## config.mk

```make
export PLATFORM = sky130hd
export DESIGN_NAME = wide_reg_slave
export DESIGN_NICKNAME = d
export VERILOG_FILES = /design/src/rtl/wrs_pkg.sv /design/src/rtl/wrs_bus_if.sv /design/src/rtl/wrs_stat_port.sv /design/src/rtl/wrs_ctrl_port.sv /design/src/rtl/wide_reg_slave.sv
export SDC_FILE = /design/constraint.sdc
export NUM_CORES = 1
export LEC_CHECK = 0
export ABC_AREA = 1
export CAP_MARGIN = 20
export CORE_ASPECT_RATIO = 0.5
export CORE_MARGIN = 2
export CORE_UTILIZATION = 57
export DETAILED_ROUTE_END_ITERATION = 10
export DONT_BUFFER_PORTS = 1
export GPL_TIMING_DRIVEN = 0
export PLACE_DENSITY = 0.73
export SLEW_MARGIN = 20
export SYNTH_ARGS = -nofsm -noshare
export SYNTH_HDL_FRONTEND = slang
export SYNTH_SLANG_ARGS = --single-unit
```

## constraint.sdc

```tcl
create_clock -name clk_i -period 2.1 [get_ports clk_i]
set_input_delay 0.315 -clock clk_i [delete_from_list [all_inputs] [get_ports clk_i]]
set_output_delay 0.315 -clock clk_i [all_outputs]
set_load 0.01 [all_outputs]
```

## src/rtl/wrs_pkg.sv

```systemverilog
package wrs_pkg;
  function automatic int words_for(input int bits, input int dw);
    return (bits + dw - 1) / dw;
  endfunction
endpackage

```

## src/rtl/wrs_bus_if.sv

```systemverilog
module wrs_bus_if (
  input  logic clk_i,
  input  logic rst_ni,
  input  logic cyc_i,
  input  logic stb_i,
  input  logic we_i,
  output logic ack_o,
  output logic rd_o,
  output logic wr_o
);
  logic ack_q;

  always_ff @(posedge clk_i or negedge rst_ni) begin
    if (!rst_ni) ack_q <= 1'b0;
    else         ack_q <= cyc_i && stb_i && !ack_q;
  end

  logic acc;
  assign acc   = cyc_i && stb_i && ack_q;
  assign ack_o = ack_q;
  assign rd_o  = acc && !we_i;
  assign wr_o  = acc && we_i;
endmodule

```

## src/rtl/wrs_stat_port.sv

```systemverilog
module wrs_stat_port #(
  parameter int DATA_W = 32,
  parameter int STAT_W = 33,
  parameter bit ATOMIC = 1'b1,
  parameter int IDX_W  = 4
) (
  input  logic              clk_i,
  input  logic              rst_ni,
  input  logic [STAT_W-1:0] live_i,
  input  logic              rd_i,
  input  logic [IDX_W-1:0]  idx_i,
  output logic [DATA_W-1:0] rdata_o
);
  localparam int N     = wrs_pkg::words_for(STAT_W, DATA_W);
  localparam int PAD_W = N * DATA_W;
  localparam int UP_W  = PAD_W - DATA_W;

  logic [PAD_W-1:0] live_pad, view_pad;
  assign live_pad = PAD_W'(live_i);

  if (ATOMIC) begin : g_atomic
    logic [UP_W-1:0] snap_q;
    always_ff @(posedge clk_i or negedge rst_ni) begin
      if (!rst_ni)                   snap_q <= '0;
      else if (rd_i && idx_i == '0)  snap_q <= live_pad[PAD_W-1:DATA_W];
    end
    assign view_pad = {snap_q, live_pad[DATA_W-1:0]};
  end else begin : g_live
    logic unused_nat;
    assign unused_nat = clk_i ^ rst_ni ^ rd_i;
    assign view_pad   = live_pad;
  end

  assign rdata_o = view_pad[int'(idx_i)*DATA_W +: DATA_W];
endmodule

```

## src/rtl/wrs_ctrl_port.sv

```systemverilog
module wrs_ctrl_port #(
  parameter int DATA_W = 32,
  parameter int CTRL_W = 40,
  parameter bit ATOMIC = 1'b1,
  parameter int IDX_W  = 4
) (
  input  logic              clk_i,
  input  logic              rst_ni,
  input  logic              wr_i,
  input  logic [IDX_W-1:0]  idx_i,
  input  logic [DATA_W-1:0] wdata_i,
  output logic [CTRL_W-1:0] ctrl_o,
  output logic [DATA_W-1:0] rdata_o
);
  localparam int N     = wrs_pkg::words_for(CTRL_W, DATA_W);
  localparam int PAD_W = N * DATA_W;
  localparam int LAST  = N - 1;

  logic [CTRL_W-1:0] ctrl_q;
  logic [PAD_W-1:0]  ctrl_pad;
  assign ctrl_pad = PAD_W'(ctrl_q);

  if (ATOMIC) begin : g_atomic
    logic [LAST*DATA_W-1:0] stage_q;
    always_ff @(posedge clk_i or negedge rst_ni) begin
      if (!rst_ni) begin
        stage_q <= '0;
        ctrl_q  <= '0;
      end else if (wr_i) begin
        if (int'(idx_i) == LAST) ctrl_q <= CTRL_W'({wdata_i, stage_q});
        else                     stage_q[int'(idx_i)*DATA_W +: DATA_W] <= wdata_i;
      end
    end
  end else begin : g_direct
    logic [PAD_W-1:0] nxt_pad;
    always_comb begin
      nxt_pad = ctrl_pad;
      nxt_pad[int'(idx_i)*DATA_W +: DATA_W] = wdata_i;
    end
    always_ff @(posedge clk_i or negedge rst_ni) begin
      if (!rst_ni)   ctrl_q <= '0;
      else if (wr_i) ctrl_q <= CTRL_W'(nxt_pad);
    end
  end

  assign ctrl_o  = ctrl_q;
  assign rdata_o = ctrl_pad[int'(idx_i)*DATA_W +: DATA_W];
endmodule

```

## src/rtl/wide_reg_slave.sv

```systemverilog
module wide_reg_slave #(
  parameter int DATA_W      = 32,
  parameter int STAT_W      = 33,
  parameter int CTRL_W      = 40,
  parameter bit STAT_ATOMIC = 1'b1,
  parameter bit CTRL_ATOMIC = 1'b1,
  parameter int ADDR_W      = 4
) (
  input  logic              clk_i,
  input  logic              rst_ni,
  input  logic              cyc_i,
  input  logic              stb_i,
  input  logic              we_i,
  input  logic [ADDR_W-1:0] adr_i,
  input  logic [DATA_W-1:0] dat_i,
  output logic [DATA_W-1:0] dat_o,
  output logic              ack_o,
  input  logic [STAT_W-1:0] stat_i,
  output logic [CTRL_W-1:0] ctrl_o
);
  localparam int STAT_N    = wrs_pkg::words_for(STAT_W, DATA_W);
  localparam int CTRL_N    = wrs_pkg::words_for(CTRL_W, DATA_W);
  localparam int CTRL_BASE = STAT_N;
  localparam int CTRL_END  = CTRL_BASE + CTRL_N;

  logic rd, wr, stat_hit, ctrl_hit;
  logic [ADDR_W-1:0] ctrl_idx;
  logic [DATA_W-1:0] stat_rd, ctrl_rd;

  assign stat_hit = adr_i < ADDR_W'(STAT_N);
  assign ctrl_hit = adr_i >= ADDR_W'(CTRL_BASE) && adr_i < ADDR_W'(CTRL_END);
  assign ctrl_idx = adr_i - ADDR_W'(CTRL_BASE);

  wrs_bus_if u_bus (
    .clk_i (clk_i), .rst_ni(rst_ni), .cyc_i(cyc_i), .stb_i(stb_i),
    .we_i  (we_i),  .ack_o (ack_o),  .rd_o (rd),    .wr_o (wr)
  );

  wrs_stat_port #(.DATA_W(DATA_W), .STAT_W(STAT_W), .ATOMIC(STAT_ATOMIC), .IDX_W(ADDR_W)) u_stat (
    .clk_i (clk_i), .rst_ni(rst_ni), .live_i(stat_i),
    .rd_i  (rd && stat_hit), .idx_i(adr_i), .rdata_o(stat_rd)
  );

  wrs_ctrl_port #(.DATA_W(DATA_W), .CTRL_W(CTRL_W), .ATOMIC(CTRL_ATOMIC), .IDX_W(ADDR_W)) u_ctrl (
    .clk_i (clk_i), .rst_ni(rst_ni), .wr_i(wr && ctrl_hit), .idx_i(ctrl_idx),
    .wdata_i(dat_i), .ctrl_o(ctrl_o), .rdata_o(ctrl_rd)
  );

  always_comb begin
    if (!ack_o)        dat_o = '0;
    else if (stat_hit) dat_o = stat_rd;
    else if (ctrl_hit) dat_o = ctrl_rd;
    else               dat_o = '0;
  end
endmodule

```

==> summary.txt <==
Synthesis
  – Cell Area, Synth: 0.00407 sq mm
  – Multiplexer share of the synthesized area: 0
  – Post-Syn Area per Cell: 7.21 sq um
  – Adder-cell area share of the yosys netlist: 0.0185
  – Syn Nets: 644
  – Cell count after synthesis: 564
  – Distinct cells, synth: 19
  – Seq cells post-synth: 74
  – Main combinational cell family by area after synthesis: simple AND/OR/NAND/NOR gates
  – Register area share after synthesis: 0.455
  – Simple-gate area share of the yosys netlist: 0.372
  – Synth area leader: dfrtp_1
  – Synth top area cells: dfrtp_1 (46%), nand2_1 (18%), nand3_1 (16%), inv_1 (4.0%), a21oi_1 (3.9%)
  – Post-synth top area share: 0.455
  – Post-synthesis compound-gate area fraction: 0.0517
  – Yosys warnings: 0
  – XOR/XNOR share of the synthesized area: 0

Clocking
  – CTS buffer count: 9
  – H-tree lvl count: 3
  – Clock sink count: 74
  – CTS tree: done
  – Clock-pin slew on the worst setup and hold paths: about 0.060 ns
  – Deepest clock path buffer count: 2
  – Root buffer cell: clkbuf_16
  – Clk_lat worst skew: 0.34 ns

STA
  – Actual slew at the worst max-slew pin: 0.606 ns
  – Final Skew: 0.00474 ns
  – Final Slew Violations: 0
  – Fmax: 0.511 GHz
  – Final period utilization: 0.931
  – Tmin final: between 1.5 and 2 ns
  – Slew margin rel.: 0.596
  – # setup viols final: 0
  – Unrepaired setup endpoints after global routing: no
  – Post-route setup TNS: 0 ns
  – Endpoints failing hold: 0

Setup path
  – Worst Setup Path Type: input pin to output pin
  – Crit. End Element: output pin
  – Reg2reg start: u_bus.ack_o
  – Kind of start point of the critical path: input pin
  – R2R setup slack: around 0.54 ns
  – Worst setup path startpoint: adr_i[1]
  – CP Max Fanout: 16
  – WP data arrival: 1.64 ns
  – CP Data Required Time: 1.78 ns

Worst hold path
  – Worst min-delay path class: input pin to flop
  – Min-delay src: dat_i[2]

Pwr
  – Pwr dens: 713 mW/mm^2
  – Worst IR Drop VDD: 0.522 mV
  – P_leak: ~2.6 nW
  – Design Power: ~0.0034 W

Drt
  – Router iterations before antenna repair: 5
  – Avg WL per Cell: approximately 17 um
  – Final ANT Viol Nets: 0
  – # DRC: 0
  – Post-DR vias/cell: 5.56
  – Post-Route WL: 11500 um
  – DR vias: 3757
  – Detailed router's first-iteration violation count: 290

Die
  – Core Rows: 21
  – Chip Height: 63.7 um
  – Core ar.: slightly below 0.007 sq mm
  – Die width: roughly 120 um
  – Die area: 0.00787 sq mm
  – I/O Pins: about 150
  – Initial Utilization: 0.598

Final layout
  – Nets: roughly 660
  – Finished Core Util: 0.693
  – Filler cell count: 593
  – Layout area overhead: 15.9%
  – Share of cells above drive strength 1: 0.132
  – Antenna diodes: 0

GRT
  – Number of global-route vias before repair: 3273
  – Pin count of the biggest net entering global routing: 75
  – GRT overflow: 0
  – Global Route Usage Sum: 0.297
  – Initial antenna violation count: 0
  – First-pass GRT wire length: 17400 um

Flow run
  – Max-cap violations: 0

Place
  – Final GP Congestion: a little over 0.8
  – IO buf count: 0
  – Post-DP HPWL: 7890 um

Outcome
  – Status: finished, final reports clean
## report_power, final
part / internal, W / switching, W / total (W)
Clock: 0.00107 / 0.000603 / 0.00167
Combinational: 0.0000699 / 0.000184 / 0.000254
Sequential: 0.00143 / 0.00000502 / 0.00143
## critical path: stages
cell	delay, ns
buf_8	0.11
inv_4	0.10
ha_4	0.30
inv_1	0.06
nor2_4	0.18
buf_4	0.23
nand3_1	0.09
a21oi_1	0.26
## cell usage in the layout (no fill, tap or decap)
cell           count
nand3_1          128
buf_6              7
and2_1             1
dlygate4sd3_1      1
nand3b_1           1
inv_1             43
buf_1              1
a21oi_2           16
buf_4             13
clkinv_2           2
buf_16             1
inv_2              2
nor2_2             2
clkinvlp_4         1
ha_4               1
nand2_1          189
nand2_4            2
clkbuf_8           1
nor3_1             1
clkbuf_2           3
buf_8              2
nor2_1            28
clkbuf_16         10
dfrtp_1           74
nor2_4             2
bufinv_16          2
o21ai_0           10
buf_2              9
clkbuf_1           9
a21oi_1           16
ha_1               5
inv_4              1
## logic make-up (layout without fill, tap and decap cells)
group,after synthesis,in the layout
buffers and inverters,88,108
adder cells (fa/ha/maj),6,6
AO/OA/AOI/OAI,42,42
flip-flops,74,74
AND/OR/NAND/NOR,354,354
## layout make-up
cell class,instances,area (sq um),share of cell area
plain buffers,41,285,0.0605
well taps,92,115,0.0244
clock inverters,5,77.6,0.0165
inverters,46,175,0.0372
clock buffers,11,243,0.0515
flip-flops and latches,74,1850,0.393
multi-input cells,402,1890,0.401
repair buffers,5,77.6,0.0165
## sequential cells by signal, indices dropped and copies added, names as in the netlist
register,count
u_ctrl.g_atomic.stage_q,32
u_ctrl.ctrl_o,40
u_bus.ack_o,1
u_stat.g_atomic.snap_q,1
## cells in the mapped netlist (all sizes together)
| cell | number |
|---|---|
| and2 | 1 |
| a21oi | 32 |
| nor2 | 32 |
| nand3 | 128 |
| ha | 6 |
| o21ai | 10 |
| dfrtp | 74 |
| nand2 | 191 |
| nor3 | 1 |
| inv | 46 |
| nand3b | 1 |
| buf | 30 |
| clkbuf | 12 |
## layer usage
layer / global-route usage / part of all wire / up-vias / wire length (um)
met5: 0 / 0 / - / 0
met4: 0.0597 / 0.0066 / 0 / 76
met3: 0.0987 / 0.090 / 7 / 1030
met2: 0.451 / 0.46 / 137 / 5320
met1: 0.415 / 0.44 / 1776 / 5020
li1: - / - / 1837 / -
## per-stage QoR
stage / hold slack [ns] / instance area, sq um / instances / setup slack [ns]
after global placement: 0.0209 / 4250 / 656 / -0.330
after CTS: 0.114 / 4640 / 674 / 0.00335
final: 0.115 / 4710 / 676 / 0.145
after global routing: 0.129 / 4710 / 676 / 0.0459
after floorplan: 0.0194 / 4130 / 564 / 0.0167
after detailed placement: 0.0210 / 4250 / 656 / -0.326
## worst paths after layout
path / endpoint / depth (start not counted)
setup reg to reg: u_ctrl.ctrl_o[17] / 9
hold / removal: u_ctrl.ctrl_o[34] / 2
setup / recovery: dat_o[19] / 8
min in group asynchronous: u_ctrl.g_atomic.stage_q[1] / 2
max in group asynchronous: u_ctrl.ctrl_o[16] / 2
hold reg to reg: u_ctrl.g_atomic.stage_q[26] / 2
## what timing repair did
item	CTS	global route
endpoints found under the setup margin	25	60
resized for setup	10	22
gates cloned	0	1
hold buffers	2	0
pin swaps	0	3
setup buffers	0	2
endpoints found under the hold margin	74	0
Note: power is estimated with default switching activity, not from simulation.
